File: src/rtl/ptimer_pkg.sv
package ptimer_pkg;

    typedef enum logic [1:0] {
        SEL_NONE,
        SEL_COUNT,
        SEL_LIMIT,
        SEL_TRIG
    } reg_sel_e;

    function automatic reg_sel_e sel_of(input logic [31:0] addr,
                                        input logic [31:0] count_ofs,
                                        input logic [31:0] limit_ofs,
                                        input logic [31:0] trig_ofs);
        if (addr == count_ofs)      return SEL_COUNT;
        else if (addr == limit_ofs) return SEL_LIMIT;
        else if (addr == trig_ofs)  return SEL_TRIG;
        else                        return SEL_NONE;
    endfunction

endpackage

File: src/rtl/tick_prescaler.sv
module tick_prescaler #(
    parameter int PRE_W = 5
) (
    input  logic clk,
    input  logic rst_n,
    output logic tick_o
);

    generate
        if (PRE_W == 0) begin : g_direct
            assign tick_o = 1'b1;
        end else begin : g_div
            typedef struct packed {
                logic [PRE_W-1:0] phase;
            } pre_state_t;

            pre_state_t st_d, st_q;

            always_comb begin
                st_d       = st_q;
                st_d.phase = st_q.phase + 1'b1;
            end

            always_ff @(posedge clk or negedge rst_n) begin
                if (!rst_n) st_q <= '0;
                else        st_q <= st_d;
            end

            // the last phase before the wrap is the step cycle
            assign tick_o = &st_q.phase;
        end
    endgenerate

endmodule

File: src/rtl/wide_counter.sv
module wide_counter #(
    parameter int CNT_W = 52
) (
    input  logic             clk,
    input  logic             rst_n,
    input  logic             tick_i,
    output logic [CNT_W-1:0] count_o,
    output logic [CNT_W-1:0] inc_o
);

    typedef struct packed {
        logic [CNT_W-1:0] value;
    } cnt_state_t;

    cnt_state_t st_d, st_q;
    logic [CNT_W-1:0] plus_one;

    always_comb begin
        plus_one = st_q.value + 1'b1;
        st_d     = st_q;
        if (tick_i) st_d.value = plus_one;
    end

    always_ff @(posedge clk or negedge rst_n) begin
        if (!rst_n) st_q <= '0;
        else        st_q <= st_d;
    end

    assign count_o = st_q.value;
    assign inc_o   = plus_one;

endmodule

File: src/rtl/limit_compare.sv
module limit_compare #(
    parameter int LIM_W = 24
) (
    input  logic             clk,
    input  logic             rst_n,
    input  logic             tick_i,
    input  logic [LIM_W-1:0] inc_low_i,
    input  logic [LIM_W-1:0] limit_i,
    input  logic             force_i,
    output logic             irq_o
);

    typedef struct packed {
        logic irq;
    } cmp_state_t;

    cmp_state_t st_d, st_q;

    always_comb begin
        st_d     = st_q;
        // registered so the pulse lines up with the matching count value
        st_d.irq = (tick_i && (inc_low_i == limit_i)) || force_i;
    end

    always_ff @(posedge clk or negedge rst_n) begin
        if (!rst_n) st_q <= '0;
        else        st_q <= st_d;
    end

    assign irq_o = st_q.irq;

endmodule

File: src/rtl/prescaled_cmp_timer.sv
module prescaled_cmp_timer #(
    parameter int                CNT_W     = 52,
    parameter int                LIM_W     = 24,
    parameter int                PRE_W     = 5,
    parameter int                ADDR_W    = 20,
    parameter int                DATA_W    = 64,
    parameter logic [ADDR_W-1:0] COUNT_OFS = 20'h20000,
    parameter logic [ADDR_W-1:0] LIMIT_OFS = 20'h30000,
    parameter logic [ADDR_W-1:0] TRIG_OFS  = 20'h40000
) (
    input  logic              clk,
    input  logic              rst_n,
    input  logic              bus_valid,
    input  logic              bus_write,
    input  logic [ADDR_W-1:0] bus_addr,
    input  logic [DATA_W-1:0] bus_wdata,
    output logic              rd_valid,
    output logic [DATA_W-1:0] rd_data,
    output logic [CNT_W-1:0]  count_o,
    output logic              timer_irq
);
    import ptimer_pkg::*;

    typedef struct packed {
        logic [LIM_W-1:0]  limit;
        logic              rd_valid;
        logic [DATA_W-1:0] rd_data;
    } ctl_state_t;

    ctl_state_t ctl_d, ctl_q;

    logic             tick;
    logic [CNT_W-1:0] count_val;
    logic [CNT_W-1:0] count_inc;
    logic             trig_wr;
    reg_sel_e         sel;

    tick_prescaler #(.PRE_W(PRE_W)) u_pre (
        .clk    (clk),
        .rst_n  (rst_n),
        .tick_o (tick)
    );

    wide_counter #(.CNT_W(CNT_W)) u_cnt (
        .clk     (clk),
        .rst_n   (rst_n),
        .tick_i  (tick),
        .count_o (count_val),
        .inc_o   (count_inc)
    );

    limit_compare #(.LIM_W(LIM_W)) u_cmp (
        .clk       (clk),
        .rst_n     (rst_n),
        .tick_i    (tick),
        .inc_low_i (count_inc[LIM_W-1:0]),
        .limit_i   (ctl_q.limit),
        .force_i   (trig_wr),
        .irq_o     (timer_irq)
    );

    always_comb begin
        sel     = sel_of(32'(bus_addr), 32'(COUNT_OFS), 32'(LIMIT_OFS), 32'(TRIG_OFS));
        trig_wr = bus_valid && bus_write && (sel == SEL_TRIG);

        ctl_d          = ctl_q;
        ctl_d.rd_valid = 1'b0;
        ctl_d.rd_data  = '0;

        if (bus_valid && bus_write && (sel == SEL_LIMIT))
            ctl_d.limit = bus_wdata[LIM_W-1:0];

        if (bus_valid && !bus_write) begin
            ctl_d.rd_valid = 1'b1;
            unique case (sel)
                SEL_COUNT: ctl_d.rd_data = DATA_W'(count_val);
                SEL_LIMIT: ctl_d.rd_data = DATA_W'(ctl_q.limit);
                default:   ctl_d.rd_data = '0;
            endcase
        end
    end

    always_ff @(posedge clk or negedge rst_n) begin
        if (!rst_n) ctl_q <= '0;
        else        ctl_q <= ctl_d;
    end

    assign rd_valid = ctl_q.rd_valid;
    assign rd_data  = ctl_q.rd_data;
    assign count_o  = count_val;

endmodule

File: config.mk
export PLATFORM = sky130hd
export DESIGN_NAME = prescaled_cmp_timer
export DESIGN_NICKNAME = d
export VERILOG_FILES = /design/src/rtl/ptimer_pkg.sv /design/src/rtl/tick_prescaler.sv /design/src/rtl/wide_counter.sv /design/src/rtl/limit_compare.sv /design/src/rtl/prescaled_cmp_timer.sv
export SDC_FILE = /design/constraint.sdc
export NUM_CORES = 1
export LEC_CHECK = 0
export ABC_AREA = 1
export CAP_MARGIN = 5
export CORE_MARGIN = 10
export CORE_UTILIZATION = 45
export DETAILED_ROUTE_END_ITERATION = 8
export GPL_ROUTABILITY_DRIVEN = 1
export PLACE_DENSITY_LB_ADDON = 0.3
export SLEW_MARGIN = 20
export SYNTH_ARGS = -nofsm -noshare
export SYNTH_HDL_FRONTEND = slang
export SYNTH_SLANG_ARGS = --single-unit
File: constraint.sdc
create_clock -name clk -period 3 [get_ports clk]
set_input_delay 0.6 -clock clk [delete_from_list [all_inputs] [get_ports clk]]
set_output_delay 0.6 -clock clk [all_outputs]
set_load 0.03 [all_outputs]
After elaboration in Yosys (flattened, before gate mapping) --
Cells that the tools add are included.
Cells by class: multiplexer cells 5, equal/unequal tests 7, $add $sub $neg 2, reductions and logical operators 8
Operator list (number):
- $pmux W52 S2 | 1
- $mux W65 | 1
- $add A52 B1 Y52 const B | 1
- $eq A20 B18 Y1 const B | 2
- $eq A24 B24 Y1 | 1
- $eq A20 B19 Y1 const B | 1
- $mux W2 | 3
- $add A5 B1 Y5 const B | 1
- $logic_and A1 B1 Y1 | 5
- $reduce_and A5 Y1 | 1
- $eq A2 B2 Y1 const B | 2
- $eq A2 B1 Y1 const B | 1
- $logic_not A1 Y1 | 1
- $logic_or A1 B1 Y1 | 1
Word-level totals: bits of input ports 88, logic and storage cells 28, output and inout port bits 118, flip-flop bits (word level) 147

Depth between registers and ports, before layout --
Gate-level depths: netlist of run 1.
depth in word-level cells 7, depth in mapped cells 16, mapped depth without buffers 16

By module --
Synthesis of run 1 repeated with hierarchy kept, for this count alone.
Unflattened totals: cells, all modules 1071, area total of the unflattened synthesis 8022.7 sq um
Modules (own cells, without submodules):
- prescaled_cmp_timer | cells each 398, instances 1, area each 3734.8 sq um
- wide_counter | cells each 551, instances 1, area each 3637.2 sq um
- limit_compare | cells each 106, instances 1, area each 457.9 sq um
- tick_prescaler | cells each 16, instances 1, area each 192.7 sq um

Worst setup path after synthesis of run 1 --
OpenSTA, ideal clock, no wires.
path kind reg-to-reg, from register u_cnt.st_q, in the netlist u_cnt.count_o[0], to register u_cnt.st_q, in the netlist u_cnt.count_o[48], clock period less this slack 2.099 ns, arrival 1.975 ns, stages on the path, launching flop included 12, buffers on the path 0, data required time 2.876 ns, path slack 0.901 ns, cell sequence dfrtp_1 -> ha_1 -> nand2_2 -> nor2_4 -> nand2_4 -> nor2_4 -> nand2_2 -> inv_2 -> nand4_4 -> nor2_4 -> nand4_1 -> xor2_1
Between the ends: word-level cells in the longest chain between the ends 1
RTL lines:
- start: declaration | line wide_counter.sv:15 | cnt_state_t st_d, st_q;
- start signal: assignment | line wide_counter.sv:26 | else st_q <= st_d;
- $add A52 B1 Y52 | line wide_counter.sv:19 | plus_one = st_q.value + 1'b1;
No other way between the ends. A chain may end at the register's enable or synchronous reset.

Worst setup path after layout of run 1 --
from register u_pre.g_div.st_q[0] (netlist name), to register u_cnt.st_q, in the netlist u_cnt.count_o[45]
Between the ends: word-level cells in the longest chain between the ends 1
RTL lines:
- start: declaration | line tick_prescaler.sv:17 | pre_state_t st_d, st_q;
- start signal: assignment | line tick_prescaler.sv:26 | else st_q <= st_d;
- $reduce_and A5 Y1 | line tick_prescaler.sv:30 | assign tick_o = &st_q.phase;
- via tick | line prescaled_cmp_timer.sv:32 | logic tick;
The timed path passes the listed nets, and every way through them passes these cells.

==> reports/results.tsv, run 1 <==
metric	value	unit
insertion_delay	420	ps
fp-row-count	46	
gr-max-usage-layer	met2	
wirelength	18.9	mm
yosysSeqAreaShare	47.2	%
end_kind	flip-flop	
fp.dieArea	0.0213	mm2
gr-usage-met3	5.22	%
power.density	438	mW/mm2
ys_types	35	
worstSetupPathType	flip-flop to flip-flop	
htree_levels	4	
antenna_found_initial	0	
ys_seq_elements	135	
ant_nets	0	
run_status	complete, no violations	
die_y	146	um
drv_slew	0	
stdcell_count	1236	
first_iter_violations	445	
final_nets	1101	
hold_viol	0	
yosysTopAreaCell	dfrtp_1	
use_met1	21.4	%
grt_pass1_vias	5989	
syn_inst	903	
skew	10.9	ps
via_per_inst	4.87	
areaGrowthSynthToFinish	27.3	%
synth_top_area_share	47.2	%
final_common_cell	nand2_1	
grt_max_degree	74	
grt_pass1_wl	30.8	mm
ioPinCount	206	
ys.warnings.count	0	
clock_sinks	135	
vdd_drop_max	0.400	mV
finalSetupTns	0	ps
port_buffers	153	
nFillCells	1419	
core_area	0.0157	mm2
fin_util	58.0	%
post_drt_wl_per_cell	15.3	um
clk_path_buf_depth	2	
post_cts_buffers	0	
overflow	0	
gp_congestion	0.904	
drt_first_pass_iters	6	
cts_buffers	17	
drive_gt1_share	6.96	%
dp.cells	1207	
cp-start-kind	flip-flop	
arrival	2860	ps
syn_area	0.00715	mm2
fin_crit	2530	ps
tightest_slew	671	ps
grt_util_all_layers	17.8	%
setup_viol	0	
holdBufCountCts	0	
n_antenna_cell	0	
start_util	45.5	%
drcViolationCount	0	
cts_tree	yes	
grt_util_met2	30.0	%
slew-limit-headroom	55.3	%
yosys-top-cells-area	dfrtp_1 (47%), nand2_1 (15%), buf_4 (6.9%)	
clkTransAtPathRegs	50	ps
cts_resized	0	
hold_class	primary input to async pin	
max_freq	0.396	GHz
drv_cap	0	
die_width	146	um
worstPathRequired	3340	ps
num_vias	6015	
timing.final.crit_share	84.2	%
avgSynthCellArea	7.92	um2
power_leakage	4.03	nW
root_buffer	clkbuf_16	
hpwl	14.2	mm
rsz0062_at_grt	no	
cp_max_fo	9	
final_cell_mix	nand2_1 (281), clkdlybuf4s50_1 (152), dfrtp_1 (135)	
synth_stat cells (all sizes together):
cell,n
nand2,290
dfrtp,135
inv,81
nor2,77
buf,74
nand3,72
nor3,38
xor2,30
a21oi,24
o21ai,24
clkbuf,13
nand3b,13
nand4,13
nor4,4
clkinv,3
ha,3
and2,2
o21bai,2
xnor2,2
conb,1
nor3b,1
nor4b,1
cell type report:
class                           instances  area (um2)  share of cell area, %
Sequential cell                       135        3380                   37.1
Multi-Input combinational cell        608        2920                   32.1
Timing Repair Buffer                  164        1650                   18.1
Clock buffer                           21         470                   5.17
Inverter                               84         315                   3.46
Tap cell                              216         270                   2.97
Clock inverter                          8         100                   1.10
stage by stage:
stage | hold WS [ps] | total power (W) | cell area [um2] | worst slack, ps
floorplan | 304 | 0.00191 | 7200 | 901
global placement | 442 | 0.00201 | 8540 | 388
detailed placement | 449 | 0.00201 | 8540 | 337
CTS | 225 | 0.00402 | 9110 | 509
global route | 268 | 0.00412 | 9110 | 301
finish | 211 | 0.00399 | 9110 | 474
state kept, by name, indices dropped and copies added (netlist names):
register	flops
rd_data	52
u_cnt.count_o	52
ctl_q	24
u_pre.g_div.st_q	5
u_cmp.irq_o	1
rd_valid	1
power by group:
part	leakage, nW	switching [W]	internal, W
Clock	0.281	0.000745	0.00127
Combinational	1.88	0.0000884	0.0000626
Sequential	1.87	0.000000134	0.00182
Total	4.03	0.000834	0.00316
per-layer routing:
layer | routed length [um] | up-vias
met5 | 0 | -
met4 | 308 | 0
met1 | 8050 | 2800
met3 | 1320 | 22
li1 | - | 2991
met2 | 9190 | 202
worst max-delay path: stages (launching register included):
cell     delay, ps
dfrtp_1        370
ha_1           190
nand2_1         60
nor2_1          90
ha_1           440
nand3_1        250
nor2_1         240
nand2_1         80
nor2_1         220
nand2_1        140
nor2_1         210
xor2_1         160
final timing paths:
kind	from	endpoint	slack, ps	depth (start not counted)
max	u_pre.g_div.st_q[0]	u_cnt.count_o[45]	470	11
min	rst_n	rd_data[43]	210	1
max reg2reg	u_pre.g_div.st_q[0]	u_cnt.count_o[45]	470	11
min reg2reg	u_pre.g_div.st_q[0]	u_pre.g_div.st_q[0]	450	1
max in group asynchronous	rst_n	u_cnt.count_o[11]	2010	2
min in group clk	u_pre.g_div.st_q[0]	u_pre.g_div.st_q[0]	450	1
logic make-up (layout without fill, tap and decap cells):
kind of cell / Yosys count / count (layout) / share of synthesized area (%)
adder cells (fa/ha/maj): 3 / 3 / 0.525
other: 1 / 12 / 0.0524
AO/OA/AOI/OAI: 50 / 50 / 3.57
XOR/XNOR: 32 / 32 / 4.02
buffers and inverters: 171 / 277 / 12.5
flip-flops: 135 / 135 / 47.2
AND/OR/NAND/NOR: 511 / 511 / 32.1
No activity file was read; power rests on OpenSTA's default activity.
==> inputs of run 2 (changes only) <==
--- a/config.mk
+++ b/config.mk
@@ -8,7 +8,7 @@
 export ABC_AREA = 1
 export CAP_MARGIN = 5
 export CORE_MARGIN = 10
-export CORE_UTILIZATION = 45
+export CORE_UTILIZATION = 44
 export DETAILED_ROUTE_END_ITERATION = 8
 export GPL_ROUTABILITY_DRIVEN = 1
 export PLACE_DENSITY_LB_ADDON = 0.3
==> constraint.sdc (replaced) <==
create_clock -name clk -period 2.1 [get_ports clk]
set_input_delay 0.42 -clock clk [delete_from_list [all_inputs] [get_ports clk]]
set_output_delay 0.42 -clock clk [all_outputs]
set_load 0.03 [all_outputs]
==> reports/results.tsv, run 2 (synthesis gave the netlist of run 1 again) <==
metric	value	unit
run_status	finished with violations	
violations	setup timing	
fp.dieArea	0.0218	mm2
worstHoldEndpoint	u_cnt.count_o[27]	
die_width	148	um
wirelength	20.0	mm
final_common_cell	nand2_1	
num_vias	6299	
clkTransAtPathRegs	60	ps
port_buffers	153	
nFillCells	1422	
path_cells	ha_4 > nand2_4 > nor2_4 > buf_6 > nand2_4 > nor2_4 > nand2_4 > inv_4 > nand4_4 > nor2_4 > nand4_1 > xor2_1	
worstSetupPathType	flip-flop to flip-flop	
multi_input_area	0.00306	mm2
core_area	0.0159	mm2
final_nets	1168	
critPathMaxStageDelay	390	ps
end_kind	flip-flop	
finalPower	0.00589	W
drv_slew	0	
grt_pass1_wl	32.0	mm
post_drt_wl_per_cell	15.3	um
drv_cap	0	
r2r_slack	-10	ps
htree_levels	4	
fin_crit	2110	ps
cp_max_fo	5	
first_iter_violations	332	
hpwl	15.0	mm
clock_sinks	135	
cts_buffers	17	
timing.final.crit_share	101	%
final_cell_mix	nand2_1 (272), clkdlybuf4s50_1 (136), dfrtp_1 (133)	
drive_gt1_share	15.6	%
ant_nets	0	
antenna_found_initial	0	
fp-row-count	46	
hold_class	flip-flop to flip-flop	
fin_util	62.0	%
rr_worst_depth	12	
arrival	2420	ps
worstPathRequired	2400	ps
drt_first_pass_iters	5	
areaGrowthSynthToFinish	37.7	%
cp-startpoint	u_cnt.count_o[1]	
grt_util_all_layers	18.2	%
die_y	148	um
register_area	0.00338	mm2
max_freq	0.473	GHz
tightest_slew	560	ps
overflow	0	
hp-start	u_cnt.count_o[27]	
fin_ws	-14.7	ps
slew-limit-headroom	62.7	%
clk_path_buf_depth	2	
vdd_drop_max	0.558	mV
grt_max_degree	57	
skew	8.50	ps
power_leakage	4.66	nW
drcViolationCount	0	
start_util	45.0	%
min_path_cells	1	
power.density	598	mW/mm2
insertion_delay	420	ps
ioPinCount	206	
cp-start-kind	flip-flop	
root_buffer	clkbuf_16	
cts_tree	yes	
grt_pass1_vias	6204	
setup_viol	1	
rsz0062_at_grt	yes	
gp_congestion	0.893	
hold_viol	0	
n_antenna_cell	0	
timing.rr.start	u_cnt.count_o[1]	
via_per_inst	4.82	
cpMaxStageDelayCell	dfrtp_1	
worst_r2r_endpoint	u_cnt.count_o[48]	
-- run 2: changes by cell type in the layout (fill, tap and decap cells not counted), sizes merged --
cell           delta
buf              +66
clkdlybuf4s50    -16
dlymetal6s2s     +11
dlygate4sd2       +5
inv               +2
bufinv            +1
clkinv            -1
clkinvlp          +1
dlygate4sd3       +1
-- run 2: through the flow --
stage / hold slack, ps / setup TNS [ps] / setup WS (ps) / area (um2) / cells
2_1_floorplan: 124 / 0 / 1.35 / 7200 / 914
4_1_cts: 489 / 0 / 3.52 / 9550 / 1289
5_1_grt: 501 / -646 / -139 / 9850 / 1306
6_report: 485 / -14.7 / -14.7 / 9850 / 1306
3_3_place_gp: 429 / -12330 / -220 / 8920 / 1255
3_5_place_dp: 426 / -13090 / -236 / 8920 / 1255
-- run 2: area by class of cell --
class | count | area share, %
clock buffers | 21 | 4.67
clock inverters | 11 | 1.49
inverters | 84 | 3.25
multi-input cells | 608 | 31.1
flip-flops and latches | 135 | 34.3
well taps | 216 | 2.74
repair buffers | 231 | 22.4
-- run 2: power by group --
group	total (W)	switching, W	internal [W]
Combinational	0.000226	0.000129	0.0000970
Sequential	0.00260	0.000000252	0.00260
Clock	0.00306	0.00113	0.00193
Total	0.00589	0.00126	0.00463
-- run 2: layer usage --
layer | vias to the layer above | part of all wire [%] | GRT usage, % | wire length (um)
met3 | 31 | 6.6 | 5.31 | 1320
met2 | 187 | 50 | 31.3 | 10000
met5 | - | 0 | 0 | 0
met1 | 2947 | 41 | 21.4 | 8260
met4 | 0 | 1.6 | 5.50 | 323
li1 | 3134 | - | - | -
-- run 2: worst max-delay path: cells and delay by family (launching register included) --
kind	cells	cell delay [ps]
xor gates and xnor gates	1	200
adders and majority gates	1	170
buffers and inverters	2	190
DFF	1	390
and+or+nand+nor	8	1020
-- run 2: how the worst max path moves through the flow --
stage                                   end  slack (ps)  cells past startpoint
final                     u_cnt.count_o[48]         -10                     12
after global routing      u_cnt.count_o[48]        -140                     12
after CTS                       count_o[13]           4                      2
after detailed placement        rd_data[33]        -240                      9
after global placement          rd_data[48]        -220                      9
after floorplan           u_cnt.count_o[48]           1                     11
-- run 2: what timing repair did --
action	CTS	global route
endpoints found under the hold margin	35	0
hold buffers	1	0
buffers inserted	1	17
pin swaps	1	27
setup endpoints to repair	11	28
resized for setup	9	52
